<file path="config.mk">
export PLATFORM = sky130hd
export DESIGN_NAME = ipc_mailbox
export DESIGN_NICKNAME = d
export VERILOG_FILES = /design/src/rtl/ipc_mbox_pkg.sv /design/src/rtl/ipc_mbox_fifo.sv /design/src/rtl/ipc_mbox_host_regs.sv /design/src/rtl/ipc_mailbox.sv
export SDC_FILE = /design/constraint.sdc
export NUM_CORES = 1
export LEC_CHECK = 0
export ABC_CLOCK_PERIOD_IN_PS = 11700
export CORE_MARGIN = 2
export CORE_UTILIZATION = 55
export DETAILED_ROUTE_END_ITERATION = 8
export GPL_TIMING_DRIVEN = 0
export PLACE_DENSITY = 0.87
export SYNTH_ARGS = -nofsm -noshare
export SYNTH_HDL_FRONTEND = slang
export SYNTH_SLANG_ARGS = --single-unit
</file>
<file path="constraint.sdc">
create_clock -name clk -period 11.7 [get_ports clk]
set_input_delay 1.17 -clock clk [delete_from_list [all_inputs] [get_ports clk]]
set_output_delay 1.17 -clock clk [all_outputs]
set_load 0.05 [all_outputs]
</file>
<file path="src/rtl/ipc_mbox_pkg.sv">
package ipc_mbox_pkg;

   // Host register byte offsets (software decodes these).
   localparam logic [7:0] OFS_IN_POP  = 8'h00;
   localparam logic [7:0] OFS_IN_PEEK = 8'h10;
   localparam logic [7:0] OFS_IN_ID   = 8'h14;
   localparam logic [7:0] OFS_IN_STAT = 8'h18;
   localparam logic [7:0] OFS_CFG     = 8'h1C;
   localparam logic [7:0] OFS_OUT_WR  = 8'h20;
   localparam logic [7:0] OFS_OUT_STAT= 8'h38;

   // Status word flag positions, counted down from the top bit.
   localparam int unsigned STAT_FULL_FROM_TOP  = 1;
   localparam int unsigned STAT_EMPTY_FROM_TOP = 2;
   localparam int unsigned STAT_OVF_FROM_TOP   = 3;

   typedef enum logic [2:0] {
      SEL_NONE,
      SEL_IN_POP,
      SEL_IN_PEEK,
      SEL_IN_ID,
      SEL_IN_STAT,
      SEL_CFG,
      SEL_OUT_WR,
      SEL_OUT_STAT
   } mbox_sel_e;

endpackage

</file>
<file path="src/rtl/ipc_mbox_fifo.sv">
module ipc_mbox_fifo #(
   parameter int unsigned W     = 34,
   parameter int unsigned DEPTH = 8,
   localparam int unsigned PTR_W = (DEPTH > 1) ? $clog2(DEPTH) : 1,
   localparam int unsigned CNT_W = $clog2(DEPTH + 1)
) (
   input  logic             clk,
   input  logic             rst_n,
   input  logic             push,
   input  logic [W-1:0]     push_data,
   input  logic             pop,
   output logic [W-1:0]     head,
   output logic [CNT_W-1:0] count,
   output logic             full,
   output logic             empty
);

   if (DEPTH < 2) begin : g_bad_depth
      $error("ipc_mbox_fifo: DEPTH must be at least 2");
   end
   if (W < 1) begin : g_bad_width
      $error("ipc_mbox_fifo: W must be at least 1");
   end

   logic [W-1:0]     mem [DEPTH];
   logic [PTR_W-1:0] wr_ptr, rd_ptr, wr_nxt, rd_nxt;
   logic [CNT_W-1:0] cnt_q;
   logic             do_push, do_pop;

   assign full    = (cnt_q == CNT_W'(DEPTH));
   assign empty   = (cnt_q == '0);
   assign do_push = push & ~full;
   assign do_pop  = pop & ~empty;
   assign count   = cnt_q;
   assign head    = empty ? '0 : mem[rd_ptr];

   // Pointer wrap: free for power-of-two depths, explicit compare otherwise.
   if ((DEPTH & (DEPTH - 1)) == 0) begin : g_wrap_pow2
      assign wr_nxt = wr_ptr + PTR_W'(1);
      assign rd_nxt = rd_ptr + PTR_W'(1);
   end else begin : g_wrap_cmp
      assign wr_nxt = (wr_ptr == PTR_W'(DEPTH - 1)) ? '0 : wr_ptr + PTR_W'(1);
      assign rd_nxt = (rd_ptr == PTR_W'(DEPTH - 1)) ? '0 : rd_ptr + PTR_W'(1);
   end

   always_ff @(posedge clk) begin
      if (do_push) begin
         mem[wr_ptr] <= push_data;
      end
   end

   always_ff @(posedge clk or negedge rst_n) begin
      if (!rst_n) begin
         wr_ptr <= '0;
         rd_ptr <= '0;
         cnt_q  <= '0;
      end else begin
         if (do_push) wr_ptr <= wr_nxt;
         if (do_pop)  rd_ptr <= rd_nxt;
         case ({do_push, do_pop})
            2'b10:   cnt_q <= cnt_q + CNT_W'(1);
            2'b01:   cnt_q <= cnt_q - CNT_W'(1);
            default: cnt_q <= cnt_q;
         endcase
      end
   end

endmodule

</file>
<file path="src/rtl/ipc_mbox_host_regs.sv">
module ipc_mbox_host_regs
   import ipc_mbox_pkg::*;
#(
   parameter int unsigned ADDR_W = 8,
   parameter int unsigned DATA_W = 32,
   parameter int unsigned ID_W   = 2,
   parameter int unsigned DEPTH  = 8,
   localparam int unsigned CNT_W = $clog2(DEPTH + 1)
) (
   input  logic              clk,
   input  logic              rst_n,
   input  logic [ADDR_W-1:0] addr,
   input  logic              rd,
   input  logic              wr,
   input  logic [DATA_W-1:0] wdata,
   output logic [DATA_W-1:0] rdata,
   input  logic [DATA_W-1:0] in_head,
   input  logic [ID_W-1:0]   in_head_id,
   input  logic [CNT_W-1:0]  in_count,
   input  logic              in_full,
   input  logic              in_empty,
   input  logic [CNT_W-1:0]  out_count,
   input  logic              out_full,
   input  logic              out_empty,
   output logic              in_pop,
   output logic              out_push,
   output logic              irq_en,
   output logic              ovf_sticky
);

   if (ADDR_W < 6) begin : g_bad_addr
      $error("ipc_mbox_host_regs: ADDR_W must reach offset 0x38");
   end
   if (CNT_W + STAT_OVF_FROM_TOP > DATA_W) begin : g_bad_stat
      $error("ipc_mbox_host_regs: count field collides with status flags");
   end
   if (ID_W > DATA_W) begin : g_bad_id
      $error("ipc_mbox_host_regs: ID_W wider than the data word");
   end

   mbox_sel_e sel;

   always_comb begin
      if      (addr == ADDR_W'(OFS_IN_POP))   sel = SEL_IN_POP;
      else if (addr == ADDR_W'(OFS_IN_PEEK))  sel = SEL_IN_PEEK;
      else if (addr == ADDR_W'(OFS_IN_ID))    sel = SEL_IN_ID;
      else if (addr == ADDR_W'(OFS_IN_STAT))  sel = SEL_IN_STAT;
      else if (addr == ADDR_W'(OFS_CFG))      sel = SEL_CFG;
      else if (addr == ADDR_W'(OFS_OUT_WR))   sel = SEL_OUT_WR;
      else if (addr == ADDR_W'(OFS_OUT_STAT)) sel = SEL_OUT_STAT;
      else                                    sel = SEL_NONE;
   end

   function automatic logic [DATA_W-1:0] pack_status(
      input logic f, input logic e, input logic o, input logic [CNT_W-1:0] c);
      logic [DATA_W-1:0] s;
      s = '0;
      s[DATA_W-STAT_FULL_FROM_TOP]  = f;
      s[DATA_W-STAT_EMPTY_FROM_TOP] = e;
      s[DATA_W-STAT_OVF_FROM_TOP]   = o;
      s[CNT_W-1:0]                  = c;
      return s;
   endfunction

   always_comb begin
      rdata = '0;
      if (rd) begin
         case (sel)
            SEL_IN_POP,
            SEL_IN_PEEK:  rdata = in_head;
            SEL_IN_ID:    rdata = DATA_W'(in_head_id);
            SEL_IN_STAT:  rdata = pack_status(in_full, in_empty, 1'b0, in_count);
            SEL_CFG:      rdata = DATA_W'(irq_en);
            SEL_OUT_STAT: rdata = pack_status(out_full, out_empty, ovf_sticky, out_count);
            default:      rdata = '0;
         endcase
      end
   end

   assign in_pop   = rd & (sel == SEL_IN_POP) & ~in_empty;
   assign out_push = wr & (sel == SEL_OUT_WR) & ~out_full;

   always_ff @(posedge clk or negedge rst_n) begin
      if (!rst_n) begin
         irq_en     <= 1'b0;
         ovf_sticky <= 1'b0;
      end else begin
         if (wr && sel == SEL_CFG) irq_en <= wdata[0];
         if (wr && sel == SEL_OUT_WR && out_full) ovf_sticky <= 1'b1;
      end
   end

endmodule

</file>
<file path="src/rtl/ipc_mailbox.sv">
module ipc_mailbox #(
   parameter int unsigned ADDR_W = 8,
   parameter int unsigned DATA_W = 32,
   parameter int unsigned ID_W   = 2,
   parameter int unsigned DEPTH  = 8
) (
   input  logic              clk,
   input  logic              rst_n,
   input  logic [ADDR_W-1:0] host_addr,
   input  logic              host_rd,
   input  logic              host_wr,
   input  logic [DATA_W-1:0] host_wdata,
   output logic [DATA_W-1:0] host_rdata,
   output logic              host_irq,
   input  logic              in_push,
   input  logic [DATA_W-1:0] in_push_data,
   input  logic [ID_W-1:0]   in_push_id,
   output logic              in_full,
   input  logic              out_pop,
   output logic [DATA_W-1:0] out_pop_data,
   output logic              out_empty
);

   localparam int unsigned CNT_W  = $clog2(DEPTH + 1);
   localparam int unsigned IN_W   = DATA_W + ID_W;

   if (ID_W < 1) begin : g_bad_id
      $error("ipc_mailbox: ID_W must be at least 1");
   end

   logic [IN_W-1:0]   in_head_raw;
   logic [CNT_W-1:0]  in_count, out_count;
   logic              in_empty, out_full;
   logic              in_pop, out_push, irq_en, ovf_sticky;

   ipc_mbox_fifo #(.W(IN_W), .DEPTH(DEPTH)) u_in_fifo (
      .clk       (clk),
      .rst_n     (rst_n),
      .push      (in_push),
      .push_data ({in_push_id, in_push_data}),
      .pop       (in_pop),
      .head      (in_head_raw),
      .count     (in_count),
      .full      (in_full),
      .empty     (in_empty)
   );

   ipc_mbox_fifo #(.W(DATA_W), .DEPTH(DEPTH)) u_out_fifo (
      .clk       (clk),
      .rst_n     (rst_n),
      .push      (out_push),
      .push_data (host_wdata),
      .pop       (out_pop),
      .head      (out_pop_data),
      .count     (out_count),
      .full      (out_full),
      .empty     (out_empty)
   );

   ipc_mbox_host_regs #(
      .ADDR_W(ADDR_W), .DATA_W(DATA_W), .ID_W(ID_W), .DEPTH(DEPTH)
   ) u_regs (
      .clk        (clk),
      .rst_n      (rst_n),
      .addr       (host_addr),
      .rd         (host_rd),
      .wr         (host_wr),
      .wdata      (host_wdata),
      .rdata      (host_rdata),
      .in_head    (in_head_raw[DATA_W-1:0]),
      .in_head_id (in_head_raw[IN_W-1:DATA_W]),
      .in_count   (in_count),
      .in_full    (in_full),
      .in_empty   (in_empty),
      .out_count  (out_count),
      .out_full   (out_full),
      .out_empty  (out_empty),
      .in_pop     (in_pop),
      .out_push   (out_push),
      .irq_en     (irq_en),
      .ovf_sticky (ovf_sticky)
   );

   assign host_irq = irq_en & ~in_empty;

endmodule

</file>
======== Word-level counts from Yosys, hierarchy flattened ========
Memory sizes are Yosys's and may differ from the RTL's.
Index checks and enable logic that the tools add are counted.
word-level totals
  bits of input ports ..................... 80
  bits in read-only memories .............. 0
  memories kept ........................... 2
  bits in registers ....................... 22
  memory bits (writable) .................. 528
  bits in latches ......................... 0
  word-level logic and storage cells ...... 76
memory list
  memory          depth  bits a word  read ports  clocked after Yosys merged registers in  wr ports  line                 source
  u_in_fifo.mem   8      34           1           0                                        1         ipc_mbox_fifo.sv:25  logic [W-1:0] mem [DEPTH];
  u_out_fifo.mem  8      32           1           0                                        1         ipc_mbox_fifo.sv:25
operators by class
  shift-type cells ........................ 0
  mux-type cells .......................... 17
  div/mod/pow operators ................... 0
  equality and inequality tests ........... 19
  bitwise logic cells ..................... 13
  order comparisons ....................... 0
  multiply operators ...................... 0
  reductions and logical operators ........ 9
  $add $sub $neg .......................... 8
operators by type and width
  operator                                                               count
  32-bit case mux with 5 select lines                                    1
  32-bit 2-to-1 mux                                                      2
  34-bit 2-to-1 mux                                                      1
  8-bit by 5-bit equality test with 1-bit output, second input constant  4
  3-bit 2-to-1 mux                                                       7
  8-bit by 6-bit equality test with 1-bit output, second input constant  2
  4-bit case mux with 2 select lines                                     2
  3-bit by 1-bit adder with 3-bit output, second input constant          4
  3-bit equality test, second input constant                             4
  1-bit bitwise AND                                                      9
  4-bit by 1-bit adder with 4-bit output, second input constant          2
  4-bit equality test, second input constant                             2
  4-bit zero test                                                        2
  8-bit zero test                                                        1
  4-bit by 1-bit subtractor with 4-bit output, second input constant     2
  3-bit by 2-bit equality test with 1-bit output, second input constant  2
  2-bit by 1-bit equality test with 1-bit output, second input constant  2
  2-bit equality test, second input constant                             2
  1-bit 2-to-1 mux                                                       4
  1-bit NOT                                                              4
  2-bit nonzero test                                                     2
  3-bit by 1-bit equality test with 1-bit output, second input constant  1
  1-bit logical AND                                                      3
  2-bit OR reduction                                                     1

======== Logic depth before layout (Yosys ltp) ========
  word-level depth ........................ 14
  mapped depth ............................ 12

======== Modules after synthesis ========
From an unflattened synthesis, not the netlist that was laid out.
unflattened totals
  cell total of the unflattened synthesis .. 1,039
  area, all modules ....................... 21,878.5 um2
modules (own cells, without submodules)
  module                      times used  cells an instance  area an instance (um2)
  ipc_mbox_fifo (u_in_fifo)   1           493                10,906.7
  ipc_mbox_fifo (u_out_fifo)  1           467                10,337.4
  ipc_mbox_host_regs          1           78                 620.6
  ipc_mailbox                 1           1                  13.8

======== Least setup slack after synthesis ========
OpenSTA, ideal clock, no wires.
  path kind ............................... input to register
  from .................................... input host_addr[1]
  to ...................................... memory u_out_fifo.mem[0][0] in the netlist's numbering, enable pin
  buffers on the path ..................... 0
  arrival ................................. 4,484 ps
  setup time .............................. 461 ps
  required time ........................... 11,239 ps
  path slack .............................. 6,755 ps
  cell stages on the path ................. 5
  path through ............................ or4_4 nor3_2 a21boi_4 nand2b_2 nor3_1
on the way
  longest elaborated chain between the ends .. 14
  elaborated cells between the ends (all ways) .. 20
  those cells by class .................... eq/ne: 7; mux: 9; bitwise: 3; reduce/logical: 1
RTL lines
  what                                            line                      source
  start, declared                                 ipc_mailbox.sv:9          input logic [ADDR_W-1:0] host_addr,
  8-bit by 6-bit equality test with 1-bit output  ipc_mbox_host_regs.sv:50  else if (addr == ADDR_W'(OFS_OUT_STAT)) sel = SEL_OUT_STAT;
  3-bit 2-to-1 mux                                ipc_mbox_host_regs.sv:50
  3-bit 2-to-1 mux                                ipc_mbox_host_regs.sv:49  else if (addr == ADDR_W'(OFS_OUT_WR)) sel = SEL_OUT_WR;
  3-bit 2-to-1 mux                                ipc_mbox_host_regs.sv:48  else if (addr == ADDR_W'(OFS_CFG)) sel = SEL_CFG;
  3-bit 2-to-1 mux                                ipc_mbox_host_regs.sv:47  else if (addr == ADDR_W'(OFS_IN_STAT)) sel = SEL_IN_STAT;
  3-bit 2-to-1 mux                                ipc_mbox_host_regs.sv:46  else if (addr == ADDR_W'(OFS_IN_ID)) sel = SEL_IN_ID;
  3-bit 2-to-1 mux                                ipc_mbox_host_regs.sv:45  else if (addr == ADDR_W'(OFS_IN_PEEK)) sel = SEL_IN_PEEK;
  3-bit 2-to-1 mux *                              ipc_mbox_host_regs.sv:44  if (addr == ADDR_W'(OFS_IN_POP)) sel = SEL_IN_POP;
  3-bit equality test *                           ipc_mbox_host_regs.sv:81  assign out_push = wr & (sel == SEL_OUT_WR) & ~out_full;
  1-bit bitwise AND * (2 in a row)                ipc_mbox_host_regs.sv:81
  1-bit bitwise AND *                             ipc_mbox_fifo.sv:32       assign do_push = push & ~full;
  1-bit 2-to-1 mux *                              ipc_mbox_fifo.sv:47       if (do_push) begin
  1-bit 2-to-1 mux (implied by the code) *        ipc_mbox_fifo.sv:48       mem[wr_ptr] <= push_data;
  end, declared                                   ipc_mbox_fifo.sv:25
Mark *: on every way between the ends. The rest lies on a longest branch, timed or not.

======== Worst setup path in the final report ========
  from .................................... input host_addr[1]
  to ...................................... output host_rdata[1]
on the way
  longest elaborated chain between the ends .. 12
  elaborated cells between the ends (all ways) .. 23
  those cells by class .................... eq/ne: 12; mux: 9; reduce/logical: 2
RTL lines
  what                                                                                                              line                      source
  8-bit by 6-bit equality test with 1-bit output                                                                    ipc_mbox_host_regs.sv:50
  3-bit 2-to-1 mux                                                                                                  ipc_mbox_host_regs.sv:50
  3-bit 2-to-1 mux                                                                                                  ipc_mbox_host_regs.sv:49
  3-bit 2-to-1 mux                                                                                                  ipc_mbox_host_regs.sv:48
  3-bit 2-to-1 mux                                                                                                  ipc_mbox_host_regs.sv:47
  3-bit 2-to-1 mux                                                                                                  ipc_mbox_host_regs.sv:46
  3-bit 2-to-1 mux                                                                                                  ipc_mbox_host_regs.sv:45
  3-bit 2-to-1 mux *                                                                                                ipc_mbox_host_regs.sv:44
  3-bit by 2-bit equality test with 1-bit output or 3-bit by 1-bit equality test with 1-bit output (tied branches)  ipc_mbox_host_regs.sv:68  case (sel)
  2-bit OR reduction                                                                                                ipc_mbox_host_regs.sv:68
  32-bit case mux with 5 select lines *                                                                             ipc_mbox_host_regs.sv:68
  32-bit 2-to-1 mux *                                                                                               ipc_mbox_host_regs.sv:67  if (rd) begin
  end, declared                                                                                                     ipc_mailbox.sv:13         output logic [DATA_W-1:0] host_rdata,
Marks and branches as above.

==> run_results.csv <==
group,metric,value,unit
worst_hold_path,hold_path.class,"flip-flop to flip-flop",
global_route,track_usage,24.5,%
yosys,synth_common_cells,"528 x edfxtp_1, 132 x mux4_2, 79 x nor2_1",
final_layout,synthToLayoutAreaGrowth,19.9,%
run,maxCapViolations,0,
timing,fin_crit,5390,ps
pwr,p_sw_share,31.3,%
yosys,synth_top_area_share,73.8,%
outcome,status,"completed",
clock_network,cts_hold_buf,0,
timing,slew_headroom,29.3,%
yosys,synth_cell_types,44,
global_route,grt_overflow,0,
yosys,synth_fp_nets,1082,
timing,hold_ws,474,ps
yosys,synth_seq_area_share,76.4,%
timing,skew,34.6,ps
global_route,antenna_found_initial,5,
clock_network,clock_path_buffers,3,
global_route,grt_max_degree,25,
yosys,syn_area_per_cell,21.7,µm²
yosys,synth_area_leaders,"edfxtp_1 74%, mux4_2 14%, mux2i_1 3.4%, dfrtp_1 2.6%, nor2_1 1.4%",
critical_path,cp_data_required_time,10530,ps
yosys,synth_top_area_cell,"edfxtp_1",
critical_path,start_kind,"input pin",
pwr,irDropWorstVdd,0.000226,V
clock_network,post_cts_buffers,0,
die,die_w,202,µm
yosys,synth_edf_count,528,
final_layout,layout-drive-gt1-share,22.8,%
detailed_routing,postRouteAntennaNets,0,
yosys,ys_async_sr_fraction,4.00,%
yosys,ys_ff_latch,550,
detailed_routing,via_per_inst,6.19,
global_route,grt_pass1_vias,11400,
yosys,yosysWarnings,0,
timing,fmax,185,MHz
die,dieArea,40600,µm²
clock_network,cts_root_buf,"clkbuf_16",
clock_network,tritoncts,"yes",
clock_network,clkTransAtPathRegs,60,ps
pwr,power_frac_clock,28.9,%
pwr,net-switching-power,0.00173,W
clock_network,clock_sink_count,550,
timing,fin_setup_tns,0,ps
final_layout,layout.nets,1308,
detailed_routing,route.detailed.wl_per_inst,27.6,µm
placement,place_hpwl,30.1,mm
die,pin_count,147,
clock_network,cts_made_buffers,52,
clock_network,htreeDepth,2,
die,die_y,202,µm
timing,period_share,46.1,%
detailed_routing,drtPass1Iterations,5,
pwr,power_frac_seq,43.3,%
pwr,power.leakage,8.23,nW
yosys,syn_area,21500,µm²
timing,rsz0062_at_grt,"no",
final_layout,ff_latch_area,16400,µm²
pwr,p_per_area,215,nW/µm²
critical_path,path_class,"input pin to output port",
yosys,yosysMostFrequentCell,"edfxtp_1",
yosys,synthFlopType,"edfxtp_1",
timing,setup_viol,0,
detailed_routing,wirelength,49.1,mm
yosys,syn_inst,991,
final_layout,fillers,2373,
timing,slew_violations,0,
placement,gp_congestion,0.770,
global_route,grt_pass1_wl,72.7,mm
pwr,combPwrFrac,27.9,%
final_layout,multi_input_area,4950,µm²
critical_path,worst_setup_path_end_kind,"output port",
timing,hold_viol_final,0,
die,core,38600,µm²
pwr,internal_power,0.00380,W
die,floorplan.initialDensity,55.7,%
timing,tightestPinTransition,1060,ps
detailed_routing,drc,0,
clock_network,insertion_delay,630,ps
die,rows,72,
placement,portBuffers,146,
clock_network,cts_resized,0,
detailed_routing,drt_iter0_drc,1019,
detailed_routing,num_vias,11000,
critical_path,path_max_fanout,2,
critical_path,critPathArrivalTime,4220,ps
[layer usage]
| layer | wire length [µm] | track usage [%] |
|---|---|---|
| met1 | 17700 | 30.9 |
| met2 | 25400 | 41.8 |
| met3 | 4370 | 6.06 |
| met4 | 1590 | 8.80 |
| met5 | 50 | 0 |
[metrics by stage]
stage | cells | cell area (µm²) | worst slack, ps | total power (W) | utilization (%)
after floorplan | 991 | 21500 | 6750 | 0.00344 | -
after global placement | 1655 | 23600 | 4040 | 0.00387 | 61.2
after detailed placement | 1681 | 24100 | 6330 | 0.00396 | 62.6
after CTS | 1777 | 25700 | 6320 | 0.00556 | 66.8
after global routing | 1777 | 25700 | 6260 | 0.00571 | 66.8
final | 1779 | 25700 | 6310 | 0.00553 | 66.8
[final timing paths]
| check | to | depth (start not counted) | slack, ps | start |
|---|---|---|---|---|
| hold / removal | u_regs.ovf_sticky | 1 | 470 | u_regs.ovf_sticky |
| setup reg to reg | u_out_fifo.count[2] | 11 | 8650 | u_out_fifo.count[3] |
| setup / recovery | host_rdata[1] | 6 | 6310 | host_addr[1] |
| max in group asynchronous | u_out_fifo.wr_ptr[1] | 1 | 9900 | rst_n |
| hold reg to reg | u_regs.ovf_sticky | 1 | 470 | u_regs.ovf_sticky |
| min in group asynchronous | u_out_fifo.count[3] | 1 | 1140 | rst_n |
[power groups by stage]
| stage | combinational [W] | clock (W) | sequential [W] |
|---|---|---|---|
| global route | 0.00162 | 0.00169 | 0.00240 |
| detailed placement | 0.00153 | 0 | 0.00243 |
| global placement | 0.00144 | 0 | 0.00243 |
| floorplan | 0.00103 | 0 | 0.00241 |
| CTS | 0.00155 | 0.00161 | 0.00239 |
| finish | 0.00154 | 0.00160 | 0.00239 |
[state kept, by name (all words and copies together), names as in the netlist]
name               flops
u_out_fifo.rd_ptr      3
u_in_fifo.wr_ptr       3
u_in_fifo.mem        272
u_regs.ovf_sticky      1
u_out_fifo.wr_ptr      3
u_out_fifo.mem       256
u_out_fifo.count       4
u_in_fifo.rd_ptr       3
u_in_fifo.count        4
u_regs.irq_en          1
[worst max-delay path, cell delays in order]
cell             delay, ps
clkdlybuf4s50_1        420
nor4_1                 810
nand4_1                280
or2_2                  350
a21oi_1                310
clkdlybuf4s50_1        880
[cell type report]
| cell class | instances | area share (%) |
|---|---|---|
| clock buffers | 62 | 5.20 |
| clock inverters | 34 | 1.03 |
| repair buffers | 172 | 7.40 |
| multi-input cells | 388 | 19.2 |
| flip-flops and latches | 550 | 63.7 |
| inverters | 5 | 0.0729 |
| plain buffers | 48 | 0.836 |
| well taps | 518 | 2.52 |
| diodes | 2 | 0.0194 |
[cells in the final DEF (no fill, tap or decap), types with 3 or more instances in the layout]
cell               n
dfrtp_1           22
nor3_2             5
a21oi_1            5
clkinv_1          17
or2_2              4
buf_8              6
edfxtp_1         528
inv_1              5
buf_1              5
nand2b_1           4
nor2_1            67
ha_1              10
nor2_4            13
clkbuf_16         52
mux4_2           132
clkbuf_1          29
buf_6              8
xnor2_1            6
buf_16             3
nand2_1           14
buf_12             9
nand3_1            5
clkinvlp_4         3
o22a_1             6
clkinv_2           8
xor2_1            11
mux2i_1           73
mux2_2             5
nor2b_1            4
buf_2             22
clkdlybuf4s50_1  146
[cells by family (layout without fill, tap and decap cells)]
group                      count (synthesis)  after routing  synth area share [%]
other                                      0              2                     0
adders and majority gates                 11             11                 0.676
muxes                                    211            211                  17.6
xor gates and xnor gates                  17             17                 0.693
DFF                                      550            550                  76.4
AOI/OAI and AO/OA                         20             20                 0.728
buffers and inverters                     53            321                  1.09
and+or+nand+nor                          129            129                  2.86
(Power assumes the default switching activity.)
